--- src/rtl/pulse_pacer_pkg.sv ---
package pulse_pacer_pkg;
  localparam int unsigned REG_W     = 8;
  localparam int unsigned PRE_SHIFT = 2;              // slot = interval * 4 ticks
  localparam int unsigned CNT_W     = REG_W + PRE_SHIFT;
  localparam int unsigned WID_W     = REG_W + 1;      // holds 2*M
  typedef logic [REG_W-1:0] reg_t;
endpackage

--- src/rtl/pp_fifo.sv ---
module pp_fifo #(
  parameter int unsigned DEPTH = 8,
  parameter int unsigned W     = 1
) (
  input  logic         clk_i,
  input  logic         rst_ni,
  input  logic         clr_i,
  input  logic         push_i,
  input  logic [W-1:0] data_i,
  input  logic         pop_i,
  output logic [W-1:0] data_o,
  output logic         empty_o
);
  localparam int unsigned AW = (DEPTH > 1) ? $clog2(DEPTH) : 1;
  localparam int unsigned CW = $clog2(DEPTH + 1);

  logic [W-1:0]  mem [DEPTH];
  logic [AW-1:0] rd_q, wr_q;
  logic [CW-1:0] cnt_q;
  logic          full, do_pop, do_push;

  function automatic logic [AW-1:0] adv(input logic [AW-1:0] p);
    return (p == AW'(DEPTH - 1)) ? '0 : p + 1'b1;
  endfunction

  assign empty_o = (cnt_q == '0);
  assign full    = (cnt_q == CW'(DEPTH));
  assign do_pop  = pop_i && !empty_o && !clr_i;
  assign do_push = push_i && !clr_i && (!full || do_pop);
  assign data_o  = mem[rd_q];

  always_ff @(posedge clk_i) begin
    if (do_push) mem[wr_q] <= data_i;
  end

  always_ff @(posedge clk_i or negedge rst_ni) begin
    if (!rst_ni) begin
      rd_q <= '0; wr_q <= '0; cnt_q <= '0;
    end else if (clr_i) begin
      rd_q <= '0; wr_q <= '0; cnt_q <= '0;
    end else begin
      if (do_push) wr_q <= adv(wr_q);
      if (do_pop)  rd_q <= adv(rd_q);
      case ({do_push, do_pop})
        2'b10:   cnt_q <= cnt_q + 1'b1;
        2'b01:   cnt_q <= cnt_q - 1'b1;
        default: cnt_q <= cnt_q;
      endcase
    end
  end
endmodule

--- src/rtl/pp_slot_timer.sv ---
module pp_slot_timer
  import pulse_pacer_pkg::*;
(
  input  logic clk_i,
  input  logic rst_ni,
  input  logic tick_i,
  input  logic frame_i,
  input  reg_t interval_i,
  output logic slot_o
);
  logic [CNT_W-1:0] cnt_q, last;
  logic             en;

  assign en     = |interval_i;
  assign last   = {interval_i, {PRE_SHIFT{1'b0}}} - CNT_W'(1);
  // >= so a shrunk interval cannot strand the counter past its limit
  assign slot_o = en && tick_i && !frame_i && (cnt_q >= last);

  always_ff @(posedge clk_i or negedge rst_ni) begin
    if (!rst_ni)                 cnt_q <= '0;
    else if (!en || frame_i)     cnt_q <= '0;
    else if (slot_o)             cnt_q <= '0;
    else if (tick_i)             cnt_q <= cnt_q + 1'b1;
  end
endmodule

--- src/rtl/pp_width_lim.sv ---
module pp_width_lim
  import pulse_pacer_pkg::*;
(
  input  logic clk_i,
  input  logic rst_ni,
  input  logic bypass_i,
  input  logic upd_i,
  input  logic upd_lvl_i,
  input  logic slot_i,
  input  logic slot_lvl_i,
  input  reg_t maxw_i,
  output logic req_o,
  output logic act_o
);
  logic             req_q, cut_q;
  logic [WID_W-1:0] w_q, limit;
  logic             chk_on;

  assign limit  = {maxw_i, 1'b0};
  assign chk_on = (maxw_i != '1);
  assign req_o  = req_q;
  assign act_o  = req_q & ~cut_q;

  always_ff @(posedge clk_i or negedge rst_ni) begin
    if (!rst_ni) begin
      req_q <= 1'b0; cut_q <= 1'b0; w_q <= '0;
    end else if (bypass_i) begin
      if (upd_i) req_q <= upd_lvl_i;
      cut_q <= 1'b0;
      w_q   <= '0;
    end else if (slot_i) begin
      if (!slot_lvl_i || !req_q) begin   // inactive, or fresh activation
        w_q   <= '0;
        cut_q <= 1'b0;
      end else if (chk_on && !cut_q) begin
        if (w_q == limit) cut_q <= 1'b1;
        else              w_q   <= w_q + 1'b1;
      end
      req_q <= slot_lvl_i;
    end
  end
endmodule

--- src/rtl/pulse_pacer.sv ---
module pulse_pacer
  import pulse_pacer_pkg::*;
#(
  parameter int unsigned DEPTH = 8
) (
  input  logic             clk_i,
  input  logic             rst_ni,
  input  logic             tick_i,
  input  logic             frame_i,
  input  logic             upd_i,
  input  logic             upd_lvl_i,
  input  logic [REG_W-1:0] interval_i,
  input  logic [REG_W-1:0] maxw_i,
  input  logic             inv_i,
  output logic             pulse_o
);
  logic paced, slot, req, act;
  logic fifo_lvl, fifo_empty, slot_lvl;

  assign paced = |interval_i;

  pp_fifo #(.DEPTH(DEPTH), .W(1)) u_fifo (
    .clk_i   (clk_i),
    .rst_ni  (rst_ni),
    .clr_i   (!paced),
    .push_i  (upd_i & paced),
    .data_i  (upd_lvl_i),
    .pop_i   (slot),
    .data_o  (fifo_lvl),
    .empty_o (fifo_empty)
  );

  pp_slot_timer u_timer (
    .clk_i      (clk_i),
    .rst_ni     (rst_ni),
    .tick_i     (tick_i),
    .frame_i    (frame_i),
    .interval_i (interval_i),
    .slot_o     (slot)
  );

  assign slot_lvl = fifo_empty ? req : fifo_lvl;

  pp_width_lim u_wlim (
    .clk_i      (clk_i),
    .rst_ni     (rst_ni),
    .bypass_i   (!paced),
    .upd_i      (upd_i),
    .upd_lvl_i  (upd_lvl_i),
    .slot_i     (slot),
    .slot_lvl_i (slot_lvl),
    .maxw_i     (maxw_i),
    .req_o      (req),
    .act_o      (act)
  );

  assign pulse_o = ~(act ^ inv_i);
endmodule

--- config.mk ---
export PLATFORM = sky130hd
export DESIGN_NAME = pulse_pacer
export DESIGN_NICKNAME = d
export VERILOG_FILES = /design/src/rtl/pulse_pacer_pkg.sv /design/src/rtl/pp_fifo.sv /design/src/rtl/pp_slot_timer.sv /design/src/rtl/pp_width_lim.sv /design/src/rtl/pulse_pacer.sv
export SDC_FILE = /design/constraint.sdc
export NUM_CORES = 1
export LEC_CHECK = 0
export BUFFER_PORTS_ARGS = -buffer_cell sky130_fd_sc_hd__buf_2
export CAP_MARGIN = 20
export CELL_PAD_IN_SITES_DETAIL_PLACEMENT = 1
export CELL_PAD_IN_SITES_GLOBAL_PLACEMENT = 1
export CORE_MARGIN = 2
export CORE_UTILIZATION = 45
export CTS_CLUSTER_SIZE = 30
export DETAILED_ROUTE_END_ITERATION = 10
export GPL_ROUTABILITY_DRIVEN = 0
export PLACE_DENSITY = 0.82
export SYNTH_ARGS = -nofsm -noshare
export SYNTH_HDL_FRONTEND = slang
export SYNTH_SLANG_ARGS = --single-unit
--- constraint.sdc ---
create_clock -name clk_i -period 5.6 [get_ports clk_i]
set_input_delay 0.28 -clock clk_i [delete_from_list [all_inputs] [get_ports clk_i]]
set_output_delay 0.28 -clock clk_i [all_outputs]
set_load 0.005 [all_outputs]
==> impl_metrics.ini <==
[timing]
clock_skew_ns = 0.00815
fmax_mhz = 262
finalCriticalPeriod_ns = 3.82
slew_headroom_pct = 46.5
slew_viol_final = 0
setup_viol = 0
period_share_pct = 68.2
grt_setup_unrepaired = no
worstMarginPinSlew_ns = 0.803
tns_ns = 0
hold_violations = 0

[worst_setup_path]
crit_chain = buf_2 > or4_4 > nor4_1 > xnor2_1 > ha_1 > nand4_1 > a211o_2 > o22ai_1 > buf_4 > nand2_1 > nor3_1 > ha_1 > a21o_1 > a21oi_1 > nand3_1 > a32oi_1 > a21oi_1
criticalPathCategory = input port to flip-flop
crit_path_max_incr_delay_ns = 0.56
setup.worst_path.start = interval_i[2]
r2r_slack_ns = 2.32
worst_path_dominant_cell_family = simple AND/OR/NAND/NOR gates
rr_worst_depth = 13
reg2reg_to = u_fifo.cnt_q[3]
critical_path.slowest_cell = or4_4
cp.required_ns = 5.79
worstSetupEndpoint = u_fifo.cnt_q[3]
start_kind = input port
arrival_ns = 4.00
worst_setup_path_end_kind = flip-flop
path_buf_inv = 2
path_max_fanout = 11
path_depth = 17
crit-reg2reg-launch = u_timer.cnt_q[5]

[route]
drc = 0
routedWlPerCell_um = 17.9
wirelength_mm = 6.61
dr.pass1.iters = 4
drt_iter0_markers = 114
via_per_inst = 5.92
antenna_left = 0
vias = 2191

[floorplanning]
die_area_mm2 = 0.00655
initial_core_util_pct = 45.8
core-area_mm2 = 0.00582
rows = 28
pin_count = 24
die_h_um = 81.0
die_w_um = 81.0

[worst_hold_path]
min-delay-path-class = input port to async pin

[synth]
synthTopCellsByArea = dfrtp_1 (29%), edfxtp_1 (9.0%), ha_1 (8.0%)
synth_top_family_by_area = simple AND/OR/NAND/NOR gates
synthAdderAreaFrac_pct = 8.73
yosysWarnings = 0
syn_inst = 268
post-synth-top-area-cell = dfrtp_1
yosysTopAreaCellShare_pct = 29.1
synth_xor_area_share_pct = 7.56
synth_compound_gate_area_share_pct = 14.6
synth_nets = 309
seq_area_frac_synth_pct = 38.1
async_reset_ff_share_pct = 79.5
ys_ff_latch = 39
synthSimpleGateAreaFrac_pct = 23.3
synth_ff_type = dfrtp_1
synthMuxAreaShare_pct = 4.74
syn_area_mm2 = 0.00267
synth-edff-count = 8
ys_types = 53
avgSynthCellArea_um2 = 9.94

[final_layout]
syn2layout_area_growth_pct = 11.2
drive_above_1_share_pct = 16.9
final_util_pct = 51.0
fin_cells = 370
num-nets-final = 335
n_antenna_cell = 0

[power_and_ir_drop]
switchingPower_uw = 271
pwr-share-seq_pct = 46.9
p_sw_share_pct = 33.0
fin_total_pwr_uw = 821
vdd_drop_max_uv = 129
clkPwrFrac_pct = 29.3
leakagePower_nw = 1.38
p_comb_share_pct = 23.8
intPower_uw = 550
pwr_density_cell_mw_per_mm2 = 277

[clock_tree]
clk_path_buf_depth = 2
cts_buffers = 5
cts.sinks = 39
cts-resized-gates = 0
clk_pin_slew_ns = 0.08
postCtsHoldBufs = 0
cts_setup_buffers = 0
cts_root_buf = clkbuf_8
h-tree-depth = 2
clock_latency_ns = 0.30
tritoncts = built

[place]
place_inst = 362
dp_hpwl_mm = 4.82
io_buffers = 23

[global_route]
grt_first_pass_wirelength_mm = 11.3
grt_max_degree = 32
grt_pass1_vias = 2375
antenna_found_initial = 0
track_usage_pct = 22.3
grt_overflow = 0

[outcome]
status = completed

[flow_run]
max_cap_viol_count = 0
Yosys cell counts (all sizes together) (7+ instances only):
library cell	n
a21o	8
a21oi	12
and3	9
dfrtp	31
edfxtp	8
ha	17
inv	10
mux2i	7
nand2	22
nand3	9
nor2	18
nor3	7
o21ai	17
xnor2	8
xor2	15
layout by cell type, fill, tap and decap left out, drive strengths merged, types with 5 or more instances in the layout:
cell    instances
nor3            7
a21oi          12
a21o            8
edfxtp          8
ha             17
nor2           18
inv            11
nor3b           6
nand3           9
clkbuf          5
mux2i           7
xor2           15
buf            25
nand2          22
o21ai          17
xnor2           8
dfrtp          31
o211ai          5
nand4           5
and3            9
registers in the layout, summed over array words and instances (netlist names):
register       flops
u_timer.cnt_q     10
u_wlim.w_q         9
u_fifo.mem         8
u_fifo.cnt_q       4
u_fifo.rd_q        3
u_fifo.wr_q        3
u_wlim.cut_q       1
u_wlim.req_o       1
worst min path at each step:
| stage | endpoint | slack, ns | cells after the start |
|---|---|---|---|
| after floorplan | u_fifo.cnt_q[0] | -0.02 | 0 |
| after global placement | u_wlim.w_q[4] | 0.39 | 1 |
| after detailed placement | u_wlim.w_q[4] | 0.40 | 1 |
| after CTS | u_timer.cnt_q[4] | 0.07 | 1 |
| after global routing | u_fifo.rd_q[2] | 0.09 | 1 |
| final | u_wlim.w_q[5] | 0.03 | 1 |
per-layer routing:
metal	track usage [%]	vias up	share of wire, %
li1	-	1052	-
met1	26.7	1091	44
met2	40.5	37	52
met3	3.78	11	2.5
met4	6.95	0	1.8
met5	0	-	0
worst reg2reg max path, delay by kind of cell (launching register included):
kind            cells  cell delay [ns]
compound gates      7             1.33
fa+ha+maj           2             0.62
buf+inv             1             0.23
flops               1             0.43
simple gates        3             0.57
through the flow:
stage	area (um^2)	worst slack, ns	hold slack (ns)
final	2960	1.78	0.0347
after global routing	2960	1.50	0.0940
after CTS	2960	1.76	0.0736
after detailed placement	2850	1.47	0.397
after global placement	2850	1.63	0.393
after floorplan	2670	1.90	-0.0156
cell families (layout without fill, tap and decap cells):
group                      count (synthesis)  count (layout)
buffers and inverters                     16              43
adders and majority gates                 18              18
DFF                                       39              39
AOI/OAI and AO/OA                         58              58
muxes                                     10              10
and+or+nand+nor                          104             104
xor gates and xnor gates                  23              23
layout make-up:
| class | instances | area, um^2 |
|---|---|---|
| multi-input combinational | 213 | 1580 |
| inverter | 10 | 37.5 |
| timing repair buffer | 25 | 130 |
| fill | 690 | 2850 |
| clock buffer | 5 | 68.8 |
| clock inverter | 3 | 42.5 |
| sequential | 39 | 1020 |
| tap | 75 | 93.8 |
power by group through the flow:
stage | clock network [mW] | logic (mW) | registers (mW)
CTS | 0.246 | 0.198 | 0.384
global route | 0.258 | 0.222 | 0.393
finish | 0.240 | 0.196 | 0.385
floorplan | 0 | 0.141 | 0.374
detailed placement | 0 | 0.194 | 0.389
global placement | 0 | 0.180 | 0.384
No activity file was read; power rests on OpenSTA's default activity.
